[src/rtl/bsdp_pkg.sv]
package bsdp_pkg;
  localparam int NUM_BANKS  = 4;
  localparam int BANK_IDX_W = 2;

  typedef logic [BANK_IDX_W-1:0] bank_idx_t;

  typedef enum logic {
    SIDE_LEFT  = 1'b0,
    SIDE_RIGHT = 1'b1
  } side_e;
endpackage

[src/rtl/bsdp_owner.sv]
module bsdp_owner
  import bsdp_pkg::*;
#(
  parameter side_e SIDE = SIDE_LEFT
) (
  input  logic [NUM_BANKS-1:0] bank_sel,
  input  bank_idx_t            bank,
  output logic                 owns
);
  // a high select hands the bank to the left side
  generate
    if (SIDE == SIDE_LEFT) begin : g_left
      assign owns = bank_sel[bank];
    end else begin : g_right
      assign owns = ~bank_sel[bank];
    end
  endgenerate
endmodule

[src/rtl/bsdp_dp_mem.sv]
module bsdp_dp_mem
  import bsdp_pkg::*;
#(
  parameter int ADDR_W = 6,
  parameter int DATA_W = 16
) (
  input  logic              clk,
  input  logic              rst,
  input  logic              wr_en [2],
  input  logic              rd_en [2],
  input  logic [ADDR_W-1:0] addr  [2],
  input  logic [DATA_W-1:0] wdata [2],
  output logic [DATA_W-1:0] rdata [2]
);
  localparam int DEPTH = 1 << ADDR_W;

  logic [DATA_W-1:0] mem [DEPTH];

  always_ff @(posedge clk) begin
    for (int p = 0; p < 2; p++) begin
      if (wr_en[p]) mem[addr[p]] <= wdata[p];
      if (rd_en[p]) rdata[p] <= mem[addr[p]];
    end
  end

  // exclusive ownership means the two write ports never hit the same bank
  a_r2_single_writer_per_bank: assert property (@(posedge clk) disable iff (rst)
    !(wr_en[0] && wr_en[1] &&
      addr[0][ADDR_W-1 -: BANK_IDX_W] == addr[1][ADDR_W-1 -: BANK_IDX_W]));
endmodule

[src/rtl/bsdp_port.sv]
module bsdp_port
  import bsdp_pkg::*;
#(
  parameter side_e             SIDE      = SIDE_LEFT,
  parameter int                ADDR_W    = 6,
  parameter int                DATA_W    = 16,
  parameter logic [DATA_W-1:0] FILL_WORD = '0
) (
  input  logic                 clk,
  input  logic                 rst,
  input  logic [NUM_BANKS-1:0] bank_sel,
  input  logic                 ce_n,
  input  logic                 we_n,
  input  logic [ADDR_W-1:0]    addr,
  input  logic [DATA_W-1:0]    mem_rdata,
  output logic                 wr_en,
  output logic                 rd_en,
  output logic [DATA_W-1:0]    rdata
);
  bank_idx_t bank;
  logic      owns;
  logic      rd_req;
  logic      owned_q;

  assign bank = addr[ADDR_W-1 -: BANK_IDX_W];

  bsdp_owner #(.SIDE(SIDE)) u_owner (
    .bank_sel (bank_sel),
    .bank     (bank),
    .owns     (owns)
  );

  assign rd_req = ~ce_n & we_n;
  assign wr_en  = ~ce_n & ~we_n & owns;
  assign rd_en  = rd_req & owns;

  always_ff @(posedge clk) begin
    if (rst)         owned_q <= 1'b0;
    else if (rd_req) owned_q <= owns;
  end

  assign rdata = owned_q ? mem_rdata : FILL_WORD;

  a_r5_foreign_read_fill: assert property (@(posedge clk) disable iff (rst)
    (rd_req && !owns) |=> (rdata == FILL_WORD));

  a_r8_hold_without_read: assert property (@(posedge clk) disable iff (rst)
    !rd_req |=> $stable(rdata));
endmodule

[src/rtl/bsdp_sel_watch.sv]
module bsdp_sel_watch
  import bsdp_pkg::*;
(
  input  logic                 clk,
  input  logic                 rst,
  input  logic [NUM_BANKS-1:0] bank_sel,
  input  logic                 wr_any,
  output logic                 sel_err
);
  logic [NUM_BANKS-1:0] sel_prev;

  always_ff @(posedge clk) begin
    if (rst) begin
      sel_prev <= bank_sel;
      sel_err  <= 1'b0;
    end else begin
      sel_prev <= bank_sel;
      if (wr_any && (bank_sel != sel_prev)) sel_err <= 1'b1;
    end
  end

  a_r9_flag_sticky: assert property (@(posedge clk) disable iff (rst)
    sel_err |=> sel_err);

  a_r9_flag_has_cause: assert property (@(posedge clk) disable iff (rst)
    $rose(sel_err) |-> $past(wr_any));
endmodule

[src/rtl/bank_dual_port_ram.sv]
module bank_dual_port_ram
  import bsdp_pkg::*;
#(
  parameter int                DATA_W     = 16,
  parameter int                BANK_DEPTH = 16,
  parameter logic [DATA_W-1:0] FILL_WORD  = '0,
  localparam int               OFF_W      = $clog2(BANK_DEPTH),
  localparam int               ADDR_W     = OFF_W + BANK_IDX_W
) (
  input  logic                 clk,
  input  logic                 rst,
  input  logic [NUM_BANKS-1:0] bank_sel,
  input  logic                 l_ce_n,
  input  logic                 l_we_n,
  input  logic [ADDR_W-1:0]    l_addr,
  input  logic [DATA_W-1:0]    l_wdata,
  output logic [DATA_W-1:0]    l_rdata,
  input  logic                 r_ce_n,
  input  logic                 r_we_n,
  input  logic [ADDR_W-1:0]    r_addr,
  input  logic [DATA_W-1:0]    r_wdata,
  output logic [DATA_W-1:0]    r_rdata,
  output logic                 sel_err
);
  logic              ce_n_a  [2];
  logic              we_n_a  [2];
  logic [ADDR_W-1:0] addr_a  [2];
  logic [DATA_W-1:0] wdata_a [2];
  logic [DATA_W-1:0] mrd_a   [2];
  logic [DATA_W-1:0] rdata_a [2];
  logic              wr_en_a [2];
  logic              rd_en_a [2];

  assign ce_n_a[0]  = l_ce_n;
  assign ce_n_a[1]  = r_ce_n;
  assign we_n_a[0]  = l_we_n;
  assign we_n_a[1]  = r_we_n;
  assign addr_a[0]  = l_addr;
  assign addr_a[1]  = r_addr;
  assign wdata_a[0] = l_wdata;
  assign wdata_a[1] = r_wdata;
  assign l_rdata    = rdata_a[0];
  assign r_rdata    = rdata_a[1];

  for (genvar p = 0; p < 2; p++) begin : g_port
    bsdp_port #(
      .SIDE      ((p == 0) ? SIDE_LEFT : SIDE_RIGHT),
      .ADDR_W    (ADDR_W),
      .DATA_W    (DATA_W),
      .FILL_WORD (FILL_WORD)
    ) u_port (
      .clk       (clk),
      .rst       (rst),
      .bank_sel  (bank_sel),
      .ce_n      (ce_n_a[p]),
      .we_n      (we_n_a[p]),
      .addr      (addr_a[p]),
      .mem_rdata (mrd_a[p]),
      .wr_en     (wr_en_a[p]),
      .rd_en     (rd_en_a[p]),
      .rdata     (rdata_a[p])
    );
  end

  bsdp_dp_mem #(.ADDR_W(ADDR_W), .DATA_W(DATA_W)) u_mem (
    .clk   (clk),
    .rst   (rst),
    .wr_en (wr_en_a),
    .rd_en (rd_en_a),
    .addr  (addr_a),
    .wdata (wdata_a),
    .rdata (mrd_a)
  );

  bsdp_sel_watch u_watch (
    .clk      (clk),
    .rst      (rst),
    .bank_sel (bank_sel),
    .wr_any   ((~l_ce_n & ~l_we_n) | (~r_ce_n & ~r_we_n)),
    .sel_err  (sel_err)
  );
endmodule

[config.mk]
export PLATFORM = sky130hd
export DESIGN_NAME = bank_dual_port_ram
export DESIGN_NICKNAME = d
export VERILOG_FILES = /design/src/rtl/bsdp_pkg.sv /design/src/rtl/bsdp_owner.sv /design/src/rtl/bsdp_dp_mem.sv /design/src/rtl/bsdp_port.sv /design/src/rtl/bsdp_sel_watch.sv /design/src/rtl/bank_dual_port_ram.sv
export SDC_FILE = /design/constraint.sdc
export NUM_CORES = 2
export LEC_CHECK = 0
export BUFFER_PORTS_ARGS = -buffer_cell sky130_fd_sc_hd__buf_4
export CAP_MARGIN = 20
export CORE_MARGIN = 2
export CORE_UTILIZATION = 25
export DETAILED_ROUTE_END_ITERATION = 7
export GPL_ROUTABILITY_DRIVEN = 0
export SYNTH_ARGS = -nofsm -noshare
export SYNTH_HDL_FRONTEND = slang
export SYNTH_SLANG_ARGS = --single-unit
export TNS_END_PERCENT = 20
[constraint.sdc]
create_clock -name clk -period 4.1 [get_ports clk]
set_input_delay 0.615 -clock clk [delete_from_list [all_inputs] [get_ports clk]]
set_output_delay 0.615 -clock clk [all_outputs]
set_load 0.02 [all_outputs]
## Word-level counts from Yosys, hierarchy flattened

Memory sizes are Yosys's and may differ from the RTL's. A register that Yosys moved wholly into a read port is not among the register bits.
Index checks and enable logic that the tools add are counted.

- Magnitude comparators: 2
- Eq/ne operators: 1
- Multiplexer cells: 10
- Bitwise gates (word level): 14
- Reductions and logical operators: 1

Operators by type and width:

| operator | count |
|---|---|
| $mux W16 | 2 |
| $and A1 B1 Y1 | 8 |
| $lt A2 B3 Y1 const B | 2 |
| $mux W1 | 6 |
| $not A1 Y1 | 5 |
| $bmux W1 S2 | 2 |
| $ne A4 B4 Y1 | 1 |
| $logic_and A1 B1 Y1 | 1 |
| $or A1 B1 Y1 | 1 |

- Register bits: 7
- Bits in writable memories: 1024
- Input bits: 54
- Memories: 1

Memory list:

| name | depth | width | read ports | clocked after memory_dff | write ports | RTL line | text |
|---|---|---|---|---|---|---|---|
| u_mem.mem | 64 | 16 | 2 | 2 | 2 | bsdp_dp_mem.sv:17 | `logic [DATA_W-1:0] mem [DEPTH];` |

## Longest topological paths before layout

- Depth in word-level cells: 6
- Mapped depth: 8
- Gate-level depth less buffers: 5

## Hierarchy

A second synthesis with hierarchy kept.

- Cells, all modules: 4944
- Area total of the unflattened synthesis: 61694.2 um2

By module, submodules not included:

| module | instances | cells an instance | area each (um2) |
|---|---|---|---|
| bsdp_dp_mem | 1 | 4880 | 61106.1 |
| bsdp_port | 2 | 24 | 190.2 |
| bsdp_sel_watch | 1 | 12 | 152.6 |
| bsdp_owner (g_port[1].u_port.u_owner) | 1 | 2 | 26.3 |
| bsdp_owner (g_port[0].u_port.u_owner) | 1 | 1 | 22.5 |
| bank_dual_port_ram | 1 | 1 | 6.3 |

## Worst setup path before layout

OpenSTA, ideal clock, no wires.

- Path type: input port to flip-flop
- Start: input port l_addr[4]
- End: memory u_mem.mem[0][0] (enable)
- Library setup time: 0.395 ns
- Data arrival time: 2.848 ns
- Required time: 3.705 ns
- Slack: 0.857 ns
- Stages: 5
- Path buffers: 1
- Path through: clkbuf_1 -> mux4_2 -> nor3b_1 -> nand2_1 -> o22ai_1

RTL lines:

| element | RTL line | text |
|---|---|---|
| start: declaration | bank_dual_port_ram.sv:15 | `input logic [ADDR_W-1:0] l_addr,` |
| end: declaration | bsdp_dp_mem.sv:17 |  |

==> run summary <==
==================================================================================================
Fraction of registers with async set/reset                                                      0%
Post-cts resize count                                                                            0
Maximum clock frequency                                                                    295 MHz
Post-synthesis sequential element count                                                       1063
Maximum number of pins on one net before global-route repair                                    77
Total DRC errors in the routed layout                                                            0
Data arrival time of the critical path                                                     3900 ps
Share of the clock period used by the worst path                                             82.7%
Worst Max-Slew Pin Slew                                                                    1240 ps
Initial antenna violation count                                                                 22
Final worst-path setup slack                                                                710 ps
Number of flops mapped to enable cells by yosys                                               1056
Clock transition time at the flip-flop clock pins of the worst setup and hold paths          70 ps
Ys flop type                                                                          sky130_fd_sc_hd__edfxtp_1
Setup crit end kind                                                                           flop
Worst hold margin                                                                          45.1 ps
Fin. max-slew vios                                                                               0
Clock tree from TritonCTS                                                                     done
Total wire length                                                                           246 mm
Number of endpoints failing setup at the final stage                                             0
Leakage power summed over all cells                                                        22.7 nW
Fraction of layout cells with a size suffix above 1                                          40.1%
Top Ports                                                                                       87
Wire per inst                                                                              30.9 µm
Largest cells by area after synthesis                                                 sky130_fd_sc_hd__edfxtp_1 51%, sky130_fd_sc_hd__mux2_2 19%, sky130_fd_sc_hd__mux2i_1 6.4%
Number of distinct library cell variants in the gate-level netlist after synthesis              57
Clock buffer count from CTS                                                                    115
Area grow syn2layout                                                                         15.9%
Post-synthesis instance area                                                             61900 µm²
Global-route wire length before repair                                                      343 mm
Status                                                                                finished clean
Final-stage net count                                                                         4586
Critical path startpoint category                                                     primary input
Overall via count from detail_route                                                          46337
Area of the die                                                                         252000 µm²
Worst slack after detailed placement                                                        321 ps
Total power divided by cell area                                                        372 nW/µm²
Num Clock Sinks                                                                               1063
Total negative setup slack                                                                    0 ps
Leading area contributor after synthesis                                              sky130_fd_sc_hd__edfxtp_1
Via/cell ratio                                                                                5.83
Avg Inst Size Synth                                                                       13.4 µm²
Iteration count of the initial detailed-routing pass                                             7
Final hold violation count                                                                       0
Number of buffers added on ports                                                                86
Normalized max-slew margin                                                                   17.3%
H-tree depth                                                                                     3
Combined global-route utilization of all metal layers                                        18.8%
Synthesis warning total                                                                          0
Worst min-delay path category                                                         primary input to flop
Buffer count from post-CTS setup fixing                                                          0
Horizontal die dimension                                                                    502 µm
Starting Density                                                                             25.1%
Syn Inst Count                                                                                4609
Post-synth top area share                                                                    51.2%
Remaining Overflow, GRT                                                                          0
Clock skew                                                                                 53.1 ps
Maximum clock insertion buffer count                                                             3
CTS root buf                                                                          sky130_fd_sc_hd__clkbuf_16
Max cap viols                                                                                    0
Post-layout instance area                                                                71700 µm²
Largest vdd supply drop                                                                   0.365 mV
Violation count after the first detailed-route iteration                                      6947
Number of nets with antenna violations after routing                                             0
Sequential element share of the synthesized area                                             51.5%
Final critical path time including I/O delays and setup                                    3390 ps
Area after DPL                                                                           67600 µm²
Clock insertion delay at the later pin of the skew report                                   780 ps
Via count of the first global-routing pass                                                   44488
Chip height                                                                                 502 µm
Total Power Consumption                                                                    26.7 mW
Post-synth net total                                                                          4663
Critical Path Fanout Max                                                                        15
Setup CP Type                                                                         primary input to flop
Setup repair after global routing missed its margin                                             no
Count of hold buffers inserted by post-cts repair                                                4
Floorplan core area                                                                     246000 µm²
HPWL after detailed placement                                                               153 mm
Floorplan row count                                                                            182
Data required time at the worst endpoint                                                   4610 ps
==================================================================================================
[state kept, by name, indices dropped and copies added (netlist names)]
name,cells
u_watch.sel_err,1
u_mem.rdata,32
u_watch.sel_prev,4
u_mem.mem,1024
g_port.u_port.owned_q,2
[path summary, 6_finish.rpt]
check | startpoint | endpoint | slack (ps) | cells past startpoint
setup / recovery | bank_sel[0] | u_mem.mem[6][4]$_DFFE_PP_ | 710 | 8
hold / removal | rst | g_port[1].u_port.owned_q$_SDFFE_PP0P_ | 50 | 2
hold reg to reg | u_watch.sel_err$_SDFFE_PP0P_ | u_watch.sel_err$_SDFFE_PP0P_ | 480 | 2
setup reg to reg | u_mem.mem[43][8]$_DFFE_PP_ | u_mem.rdata[24]$_DFFE_PP_ | 1250 | 4
[where the power goes]
part / switching [mW] / internal (mW)
Sequential: 0.0434 / 12.0
Combinational: 2.13 / 1.18
Clock: 4.75 / 6.56
[kinds of logic (layout without fill, tap and decap cells)]
| family | after synthesis | in the layout | synth area share [%] |
|---|---|---|---|
| AOI/OAI and AO/OA | 1155 | 1155 | 14.2 |
| muxes | 1490 | 1490 | 27.3 |
| DFF | 1063 | 1063 | 51.5 |
| and+or+nand+nor | 282 | 282 | 2.76 |
| xor gates and xnor gates | 4 | 4 | 0.0566 |
| other | 0 | 12 | 0 |
| buffers and inverters | 615 | 634 | 4.20 |
[area by class of cell]
class	instances	area (µm²)
clock buffer	133	2990
tap	3312	4140
timing repair buffer	417	3700
multi-input combinational	2931	28000
antenna	12	30.0
clock inverter	80	1050
inverter	4	20.0
sequential	1063	31900
fill	24811	174000
[synth_stat cells (all sizes together) (2+ instances only)]
library cell and n:
nand2b 10, inv 4, edfxtp 1056, nor3 6
a21oi 37, nor2 84, and3b 7, a221o 2
nand4 32, dfxtp 7, nand2 72, nor4 3
nor2b 10, nand3 4, and2 35, or3b 3
o22a 189, clkbuf 448, a22o 3, o31ai 2
o22ai 71, o211ai 29, o21ai 192, a31oi 5
a221oi 445, mux2 1042, mux4 54, xnor2 4
mux2i 394, buf 163, or2 2, a211oi 5
nor3b 10, a22oi 167
[per-layer routing]
layer	global-route usage (%)	vias to the layer above	share of wire (%)
li1	-	18659	-
met1	24.5	24003	39
met2	28.8	3102	45
met3	4.37	559	11
met4	9.74	14	5.6
met5	0	-	0.037
[stage by stage]
step / util [%] / instances
after global routing: 29.1 / 7944
after CTS: 29.1 / 7940
final: 29.1 / 7952
after global placement: 27.5 / 7722
after detailed placement: 27.5 / 7723
after floorplan: - / 4609
[placed cells by master (no fill, tap or decap), types with 64 or more instances in the layout]
cell type	n
sky130_fd_sc_hd__o22a_1	189
sky130_fd_sc_hd__mux2i_1	394
sky130_fd_sc_hd__edfxtp_1	1056
sky130_fd_sc_hd__buf_4	367
sky130_fd_sc_hd__nand2_1	64
sky130_fd_sc_hd__mux2_2	1040
sky130_fd_sc_hd__o22ai_2	64
sky130_fd_sc_hd__a22oi_1	167
sky130_fd_sc_hd__a221oi_1	445
sky130_fd_sc_hd__o21ai_0	192
sky130_fd_sc_hd__clkbuf_16	117
[critical path, cell delays in order]
cell and delay, ps:
sky130_fd_sc_hd__dlygate4sd3_1 570, sky130_fd_sc_hd__buf_4 160, sky130_fd_sc_hd__mux4_2 530, sky130_fd_sc_hd__nor4_4 480
sky130_fd_sc_hd__nand2_2 580, sky130_fd_sc_hd__nor2_2 290, sky130_fd_sc_hd__buf_4 280, sky130_fd_sc_hd__mux2_2 380
Power figures use the tool's default switching activity.
